$ cat config.mk
export PLATFORM = sky130hd
export DESIGN_NAME = factory_req_ctrl
export DESIGN_NICKNAME = d
export VERILOG_FILES = /design/src/rtl/frc_pkg.sv /design/src/rtl/frc_datapath.sv /design/src/rtl/frc_ctrl.sv /design/src/rtl/factory_req_ctrl.sv
export SDC_FILE = /design/constraint.sdc
export NUM_CORES = 1
export LEC_CHECK = 0
export CAP_MARGIN = 25
export CORE_ASPECT_RATIO = 1.5
export CORE_MARGIN = 1
export CORE_UTILIZATION = 38
export DETAILED_ROUTE_END_ITERATION = 10
export MAX_ROUTING_LAYER = met4
export PLACE_DENSITY_LB_ADDON = 0.05
export SLEW_MARGIN = 20
export SYNTH_ARGS = -nofsm -noshare
export SYNTH_HDL_FRONTEND = slang
export SYNTH_SLANG_ARGS = --single-unit
export TNS_END_PERCENT = 20
$ cat constraint.sdc
create_clock -name clk -period 2.9 [get_ports clk]
set_input_delay 0.58 -clock clk [delete_from_list [all_inputs] [get_ports clk]]
set_output_delay 0.58 -clock clk [all_outputs]
set_load 0.1 [all_outputs]
$ cat src/rtl/frc_pkg.sv
package frc_pkg;
  localparam int DATA_W = 32;
  localparam int OFF_W = 24;
  localparam int KEY_W = 8;
  localparam logic [KEY_W-1:0] UNLOCK_KEY = 8'hCA;
  localparam logic [DATA_W-1:0] REQ_MAGIC = 32'hFEED_0001;
  localparam logic [DATA_W-1:0] SRAM_BASE = 32'h2000_0000;
  localparam logic [DATA_W-1:0] WIN_LO = 32'h2000_4000;
  localparam logic [DATA_W-1:0] WIN_HI = 32'h2003_FFF0;
  localparam int RST_CYCLES = 4;

  typedef enum logic [2:0] {
    S_IDLE, S_RESET_PULSE, S_CHECK_OFFSET, S_READ_WORD, S_WAIT_DATA, S_DONE
  } frcState_e;

  typedef struct packed {
    logic setPass;
    logic setFail;
  } frcStrobe_t;
endpackage

$ cat src/rtl/frc_datapath.sv
module frc_datapath
  import frc_pkg::*;
#(
  parameter int DW = DATA_W,
  parameter int OW = OFF_W,
  parameter int KW = KEY_W,
  parameter logic [KW-1:0] KEY = UNLOCK_KEY,
  parameter logic [DW-1:0] MAGIC = REQ_MAGIC,
  parameter logic [DW-1:0] BASE = SRAM_BASE,
  parameter logic [DW-1:0] LO = WIN_LO,
  parameter logic [DW-1:0] HI = WIN_HI
) (
  input  logic          clk,
  input  logic          rstN,
  input  logic          regWrEn,
  input  logic [DW-1:0] regWrData,
  input  logic          busy,
  input  frcStrobe_t    ctl,
  input  logic          memRdEn,
  input  logic [DW-1:0] memRdData,
  output logic [DW-1:0] regRdData,
  output logic [DW-1:0] memAddr,
  output logic          startReq,
  output logic          offsetOk,
  output logic          wordMatch
);
  localparam logic [OW-1:0] OFF_ZERO = '0;
  localparam logic [OW-1:0] OFF_ONES = '1;
  localparam int PAD_W = DW - OW - 1;

  logic [OW-1:0] offsetQ;
  logic [OW-1:0] wrOffset;
  logic [KW-1:0] wrKey;
  logic          acceptWr;

  assign wrKey    = regWrData[DW-1 -: KW];
  assign wrOffset = regWrData[OW-1:0];
  assign acceptWr = regWrEn && (wrKey == KEY) && !busy;
  assign startReq = acceptWr && (wrOffset != OFF_ZERO) && (wrOffset != OFF_ONES);

  always_ff @(posedge clk) begin
    if (!rstN) begin
      offsetQ <= OFF_ZERO;
    end else if (ctl.setFail) begin
      offsetQ <= OFF_ONES;
    end else if (ctl.setPass) begin
      offsetQ <= OFF_ZERO;
    end else if (acceptWr) begin
      offsetQ <= wrOffset;
    end
  end

  assign memAddr   = BASE + {{(DW-OW){1'b0}}, offsetQ};
  assign offsetOk  = (offsetQ[1:0] == 2'b00) && (memAddr >= LO) && (memAddr <= HI);
  assign wordMatch = (memRdData == MAGIC);
  assign regRdData = {busy, {PAD_W{1'b0}}, offsetQ};

  AST_NO_BAD_READ: assert property (@(posedge clk) disable iff (!rstN)
    memRdEn |-> offsetOk) else $error("read issued for invalid offset");
  AST_BUSY_HOLD: assert property (@(posedge clk) disable iff (!rstN)
    (busy && !ctl.setPass && !ctl.setFail) |=> $stable(offsetQ)) else $error("offset changed while busy");
  AST_PASS_CLEARS: assert property (@(posedge clk) disable iff (!rstN)
    ctl.setPass |=> (offsetQ == OFF_ZERO)) else $error("offset not cleared");
endmodule

$ cat src/rtl/frc_ctrl.sv
module frc_ctrl
  import frc_pkg::*;
#(
  parameter int RST_LEN = RST_CYCLES
) (
  input  logic       clk,
  input  logic       rstN,
  input  logic       startReq,
  input  logic       offsetOk,
  input  logic       wordMatch,
  input  logic       memRdValid,
  output frcStrobe_t ctl,
  output logic       busy,
  output logic       sysResetReq,
  output logic       memRdEn,
  output logic       restoreFactory
);
  localparam int CNT_W = (RST_LEN > 1) ? $clog2(RST_LEN) : 1;
  localparam logic [CNT_W-1:0] CNT_LAST = CNT_W'(RST_LEN - 1);

  frcState_e stateQ, stateD;
  logic [CNT_W-1:0] cntQ;
  logic passQ, passD;

  always_comb begin
    stateD = stateQ;
    passD  = passQ;
    unique case (stateQ)
      S_IDLE:         if (startReq) stateD = S_RESET_PULSE;
      S_RESET_PULSE:  if (cntQ == CNT_LAST) stateD = S_CHECK_OFFSET;
      S_CHECK_OFFSET: begin
        passD  = 1'b0;
        stateD = offsetOk ? S_READ_WORD : S_DONE;
      end
      S_READ_WORD:    stateD = S_WAIT_DATA;
      S_WAIT_DATA:    if (memRdValid) begin
        passD  = wordMatch;
        stateD = S_DONE;
      end
      S_DONE:         stateD = S_IDLE;
      default:        stateD = S_IDLE;
    endcase
  end

  always_ff @(posedge clk) begin
    if (!rstN) begin
      stateQ <= S_IDLE;
      cntQ   <= '0;
      passQ  <= 1'b0;
    end else begin
      stateQ <= stateD;
      passQ  <= passD;
      if (stateQ == S_RESET_PULSE) cntQ <= cntQ + 1'b1;
      else cntQ <= '0;
    end
  end

  assign busy           = (stateQ != S_IDLE);
  assign sysResetReq    = (stateQ == S_RESET_PULSE);
  assign memRdEn        = (stateQ == S_READ_WORD);
  assign restoreFactory = (stateQ == S_DONE) && passQ;
  assign ctl.setPass    = (stateQ == S_DONE) && passQ;
  assign ctl.setFail    = (stateQ == S_DONE) && !passQ;

  AST_RESET_BEFORE_CHECK: assert property (@(posedge clk) disable iff (!rstN)
    (stateQ == S_CHECK_OFFSET) |-> $past(sysResetReq)) else $error("check without reset event");
  AST_READ_ONE_CYCLE: assert property (@(posedge clk) disable iff (!rstN)
    memRdEn |=> !memRdEn) else $error("read strobe longer than one cycle");
  AST_RESTORE_PULSE: assert property (@(posedge clk) disable iff (!rstN)
    restoreFactory |=> !restoreFactory) else $error("restore pulse too long");
  AST_IDLE_QUIET: assert property (@(posedge clk) disable iff (!rstN)
    !busy |-> !(sysResetReq || memRdEn || restoreFactory)) else $error("activity while idle");
endmodule

$ cat src/rtl/factory_req_ctrl.sv
module factory_req_ctrl
  import frc_pkg::*;
(
  input  logic              clk,
  input  logic              rstN,
  input  logic              regWrEn,
  input  logic [DATA_W-1:0] regWrData,
  output logic [DATA_W-1:0] regRdData,
  output logic              sysResetReq,
  output logic [DATA_W-1:0] memAddr,
  output logic              memRdEn,
  input  logic [DATA_W-1:0] memRdData,
  input  logic              memRdValid,
  output logic              restoreFactory
);
  frcStrobe_t ctl;
  logic busy, startReq, offsetOk, wordMatch;

  frc_datapath u_dp (
    .clk(clk), .rstN(rstN), .regWrEn(regWrEn), .regWrData(regWrData),
    .busy(busy), .ctl(ctl), .memRdEn(memRdEn), .memRdData(memRdData),
    .regRdData(regRdData), .memAddr(memAddr), .startReq(startReq),
    .offsetOk(offsetOk), .wordMatch(wordMatch)
  );

  frc_ctrl u_ctrl (
    .clk(clk), .rstN(rstN), .startReq(startReq), .offsetOk(offsetOk),
    .wordMatch(wordMatch), .memRdValid(memRdValid), .ctl(ctl), .busy(busy),
    .sysResetReq(sysResetReq), .memRdEn(memRdEn), .restoreFactory(restoreFactory)
  );
endmodule

==> results of run 1 <==
-- synthesized netlist by cell type, drive strengths merged (2+ instances only) --
library cell  count  area (sq um)
nand2            26          97.6
nor4             13          87.6
o211ai           12          90.1
and3b             2          17.5
conb              2          7.51
buf              45           350
clkbuf           10          37.5
o221a             3          33.8
or3b              2          17.5
nand4            11          68.8
or4               5          37.5
o211a            11           110
nand4b            3          26.3
nand3b            4          30.0
a21oi            13          65.1
dfxtp            30           601
or3               3          18.8
nand2b            3          18.8
a21boi           12          90.1
nor3b             2          15.0
nor3              2          10.0
o22ai             2          12.5
nor2              3          11.3
-- path summary, 6_finish.rpt --
kind,startpoint,endpoint,slack [ns]
max,u_ctrl.stateQ[2],restoreFactory,0.50
max reg2reg,u_ctrl.stateQ[2],u_dp.offsetQ[7],0.76
min,u_ctrl.cntQ[0],u_ctrl.cntQ[0],0.43
min reg2reg,u_ctrl.cntQ[0],u_ctrl.cntQ[0],0.43
-- cell usage in the layout (no fill, tap or decap), types with 3 or more instances in the layout --
| master | instances |
|---|---|
| nand3b_1 | 4 |
| a21boi_0 | 4 |
| nand2_1 | 26 |
| nand4b_1 | 3 |
| conb_1 | 15 |
| nand4_1 | 11 |
| o221a_2 | 3 |
| nand2b_1 | 3 |
| or3_1 | 3 |
| clkbuf_8 | 6 |
| buf_4 | 58 |
| o211ai_1 | 12 |
| a21boi_1 | 8 |
| a21oi_1 | 13 |
| or4_1 | 5 |
| clkdlybuf4s50_1 | 67 |
| nor4_1 | 12 |
| nor2_1 | 3 |
| o211a_1 | 11 |
| dfxtp_1 | 30 |
-- routing by layer --
layer,vias up,routed length (microns),share of wire [%]
li1,992,-,-
met2,100,3280,56
met5,-,0,0
met1,916,2200,37
met4,0,67,1.1
met3,8,352,6.0
-- stage by stage --
step / utilization (%) / hold slack (ns)
2_1_floorplan: - / 0.397
3_3_place_gp: 58.0 / 0.410
3_5_place_dp: 58.0 / 0.414
4_1_cts: 59.7 / 0.423
5_1_grt: 59.7 / 0.453
6_report: 59.7 / 0.429
-- critical path, stage by stage (launching register included) --
cell	delay, ns
dfxtp_1	0.56
and3b_1	0.51
nand2_1	0.15
inv_1	0.13
buf_12	0.18
-- cells by family after synthesis --
logic type      Yosys count  share of synthesized area [%]
simple gates             86                           26.2
compound gates           57                           22.2
buf+inv                  56                           20.0
flops                    30                           30.7
other cells               2                          0.383
fa+ha+maj                 1                          0.638
-- registers in the layout (all words and copies together) (netlist names) --
| name | count |
|---|---|
| u_ctrl.passQ | 1 |
| u_ctrl.cntQ | 2 |
| u_dp.offsetQ | 24 |
| u_ctrl.stateQ | 3 |
-- layout make-up --
type                            count  area, sq um  share of cell area (%)
Clock buffer                        6         82.6                    2.83
Inverter                            1         3.75                   0.129
Sequential cell                    30          601                    20.6
Timing Repair Buffer              126         1130                    38.6
Multi-Input combinational cell    159         1020                    35.0
Tap cell                           66         82.6                    2.83
-- power by group --
group | internal [W] | total [W] | switching [W] | leakage (nW)
Combinational | 0.000138 | 0.000390 | 0.000252 | 1.03
Clock | 0.000183 | 0.000331 | 0.000149 | 0.0431
Sequential | 0.000421 | 0.000429 | 0.00000760 | 0.242
Total | 0.000742 | 0.00115 | 0.000408 | 1.32
==> summary.txt, run 1 <==
Routing
  • Vias per std cell: 5.20
  • Wire per inst: 15.2 microns
  • Routed Antenna Nets: 0
  • Drt pass-1 iters: 4
  • DR iter-0 viols: 77
  • DRC Markers: 0
  • Routed vias: 2016
  • Routed wire length: 5.90 mm

Worst setup path
  • Worst-path fanout max: 13
  • Worst Setup End Kind: primary output
  • CP arrival: 1.82 ns
  • FF-to-FF path depth: 4
  • Worst path required time: 2.32 ns
  • CP Class: reg -> out
  • Crit start category: flip-flop

STA
  • FMAX: 0.417 GHz
  • Max Transition Viols Final: 0
  • RSZ-0062 raised after global routing: no
  • Setup Skew: 0.00488 ns
  • Final hold violation count: 0
  • Period utilisation layout: 82.8%
  • Worst setup margin: 0.499 ns
  • Setup violators final: 0
  • Setup tns final: 0 ns
  • Final min period: 2.40 ns
  • Worst slew pin tran: 0.622 ns
  • Worst slew margin: 58.4%

GRT
  • Initial antenna violation count: 0
  • M2 GR Usage: 39.7%
  • Pin count of the biggest net entering global routing: 37
  • Met3 Track Usage GR: 2.73%
  • Gr ovfl total: 0
  • Met1 usage: 24.0%
  • Vias in the first global route: 1830
  • First-pass GRT wire length: 8.71 mm
  • GRT Util Overall: 22.0%
  • Gr busiest metal: met2

Power and ir drop
  • Worst VDD drop: 303 uV
  • Leakage Power: 1.32 nW
  • Power per cell area: 394 nW/um^2
  • Power consumption: 0.00115 W

Synth
  • Register area share after synthesis: 30.7%
  • Number of synthesized flops with an enable pin: 0
  • Syn_area_per_cell: 8.45 sq um
  • FF+latch count, synth: 30
  • Yosys warns: 0
  • Ys async rst share: 0%
  • Synth Flop Type: dfxtp_1
  • Cells after Synth: 232
  • Synthesized area: 1960 sq um
  • Library cells used by synthesis: 40

Clocking
  • CTS Buf Count: 5
  • Clk slew on worst S/H paths: 0.06 ns
  • Post-CTS sizing: 0
  • Clock sinks: 30
  • Clk_lat worst skew: 0.28 ns
  • Postcts setup bufs: 0
  • H-tree depth: 2
  • Root Driver: clkbuf_8
  • Hold buffers post-CTS: 0
  • CTS tree: built
  • CTS max path bufs: 2

Die
  • Initial core utilization: 40.1%
  • I/O pin count: 135
  • DIE WIDTH: 60.6 microns
  • Core Region: 4890 sq um
  • Die Y-Extent: 89.9 microns
  • Std cell rows: 31
  • Die Area: 5450 sq um

Layout
  • Layout Nets: 392
  • Share of cells above drive strength 1: 22.7%
  • Design area: 2920 sq um
  • Area delta synth->final: 48.9%
  • Non-filler instance count after layout: 388
  • Fillers: 499
  • N_diodes: 0

Outcome
  • Outcome: finished, final reports clean

Placed design
  • Routability Congestion: 0.822
  • Port Buffers: 119
  • Post-DP HPWL: 4.67 mm
  • Area of placed instances: 2830 sq um
  • Pre-CTS WS: 0.321 ns
  • Cell total after placement: 382

Hold path
  • Hold Path Class: reg -> reg
  • Worst hold stages: 1

Job
  • Max_cap viols: 0
No activity file was read; power rests on OpenSTA's default activity.
==> run 2: changes to the inputs <==
Settings changed: CORE_UTILIZATION 38 to 32.
Clock period 2.9 ns to 2.04 ns, I/O delays scaled along.
==> summary.txt, run 2 (same netlist as run 1, synthesis figures left out) <==
Worst setup path
  • Critical path cell sequence: or3_1 > or4_4 > buf_12 > o221a_4
  • WP buf/inv: 1
  • Crit path largest cell delay: 0.63 ns
  • Slowest cell on the critical path: or4_4
  • CP arrival: 2.11 ns
  • Worst path required time: 2.21 ns
  • Worst-path fanout max: 5
  • Worst Setup End Kind: flip-flop
  • Delay-heaviest family, CP: simple AND/OR/NAND/NOR gates
  • CP Class: reg -> reg
  • Crit start category: flip-flop

Die
  • DIE WIDTH: 65.9 microns
  • Initial core utilization: 33.4%
  • Die Y-Extent: 97.8 microns
  • Std cell rows: 34
  • Core Region: 5870 sq um
  • I/O pin count: 135
  • Die Area: 6450 sq um

STA
  • Setup violators final: 0
  • Setup tns final: 0 ns
  • Hold slack: 0.424 ns
  • Worst slew margin: 61.6%
  • Max Transition Viols Final: 0
  • Setup Skew: 0.00712 ns
  • RSZ-0062 raised after global routing: no
  • Worst slew pin tran: 0.574 ns
  • Final min period: 1.93 ns
  • Final hold violation count: 0
  • FMAX: 0.517 GHz
  • Period utilisation layout: 94.8%

Layout
  • Commonest non-fill, non-tap cell in the layout: buf_4
  • N_diodes: 0
  • Area delta synth->final: 66.0%
  • Share of cells above drive strength 1: 27.9%
  • Non-filler instance count after layout: 416
  • Largest registers: u_dp.offsetQ x24, u_ctrl.stateQ x3, u_ctrl.cntQ x2
  • Most frequent cells in the layout: 70 x buf_4, 64 x clkdlybuf4s50_1, 30 x dfxtp_1, 25 x nand2_1, 15 x conb_1
  • Largest register FFs: 24
  • Largest Register: u_dp.offsetQ
  • Final Util: 55.4%
  • Layout Nets: 412

Outcome
  • Outcome: finished, final reports clean

GRT
  • Pin count of the biggest net entering global routing: 37
  • Initial antenna violation count: 0
  • Gr ovfl total: 0
  • Vias in the first global route: 1993
  • GRT Util Overall: 20.0%
  • First-pass GRT wire length: 9.52 mm

Clocking
  • H-tree depth: 2
  • Hold buffers post-CTS: 0
  • Clock sinks: 30
  • CTS max path bufs: 2
  • CTS tree: built
  • Clk slew on worst S/H paths: 0.07 ns
  • Postcts setup bufs: 0
  • Root Driver: clkbuf_8
  • Clk_lat worst skew: 0.28 ns
  • CTS Buf Count: 5

Placed design
  • Routability Congestion: 0.772
  • Post-DP HPWL: 4.96 mm
  • Port Buffers: 119
  • Cell total after placement: 405

Routing
  • Routed vias: 2144
  • DR iter-0 viols: 119
  • DRC Markers: 0
  • Routed wire length: 6.41 mm
  • Wire per inst: 15.4 microns
  • Routed Antenna Nets: 0
  • Vias per std cell: 5.15
  • Drt pass-1 iters: 4

Power and ir drop
  • Sequential cell fraction of total power: 35.0%
  • Power consumption: 0.00174 W
  • Leakage Power: 1.50 nW
  • Sw Ratio: 34.8%
  • Sw power: 0.000607 W
  • Power per cell area: 536 nW/um^2
  • Clk pwr share: 28.3%
  • Internal Pwr Total: 0.00114 W
  • Combinational share of power: 36.7%
  • Worst VDD drop: 355 uV

Hold path
  • Hold Path Class: reg -> reg

Job
  • Max_cap viols: 0
[run 2: worst register-to-register path: stages, from the launching register on]
cell	delay, ns
dfxtp_1	0.34
or3_1	0.41
or4_4	0.63
buf_12	0.18
o221a_4	0.27
[run 2: final cells by class]
| class | instances | area [sq um] |
|---|---|---|
| clock inverters | 1 | 5.00 |
| inverters | 1 | 3.75 |
| repair buffers | 146 | 1400 |
| well taps | 72 | 90.1 |
| clock buffers | 7 | 86.3 |
| fillers | 588 | 2620 |
| flip-flops and latches | 30 | 601 |
| multi-input cells | 159 | 1070 |
[run 2: stage by stage]
step | setup WS (ns) | instance area, sq um
global route | 0.0624 | 3250
floorplan | -0.0615 | 2020
detailed placement | -0.320 | 3040
CTS | 0.0107 | 3130
finish | 0.105 | 3250
global placement | -0.310 | 3040
[run 2: per-layer routing]
layer	wire [microns]	track usage, %
met3	348	3.39
met4	61	6.02
met2	3610	36.2
met1	2390	21.4
met5	0	-
[run 2: timing repair]
action                     in CTS  in global routing
gates cloned                    0                  3
gates resized for setup         1                  9
pin swaps                       0                  3
setup endpoints to repair       3                  3
[run 2: final timing paths]
| check | startpoint | endpoint | slack, ns | depth (start not counted) |
|---|---|---|---|---|
| worst max-delay path | u_ctrl.stateQ[0] | u_dp.offsetQ[8] | 0.11 | 4 |
| worst min register to register | u_ctrl.cntQ[0] | u_ctrl.cntQ[0] | 0.42 | 1 |
| worst max register to register | u_ctrl.stateQ[0] | u_dp.offsetQ[8] | 0.11 | 4 |
| worst min-delay path | u_ctrl.cntQ[0] | u_ctrl.cntQ[0] | 0.42 | 1 |
[run 2: power groups by stage]
stage / registers (W) / logic (W) / clock network, W
6_report: 0.000610 / 0.000639 / 0.000494
4_1_cts: 0.000610 / 0.000641 / 0.000511
5_1_grt: 0.000611 / 0.000674 / 0.000539
2_1_floorplan: 0.000627 / 0.000391 / 0
3_3_place_gp: 0.000622 / 0.000637 / 0
3_5_place_dp: 0.000623 / 0.000638 / 0
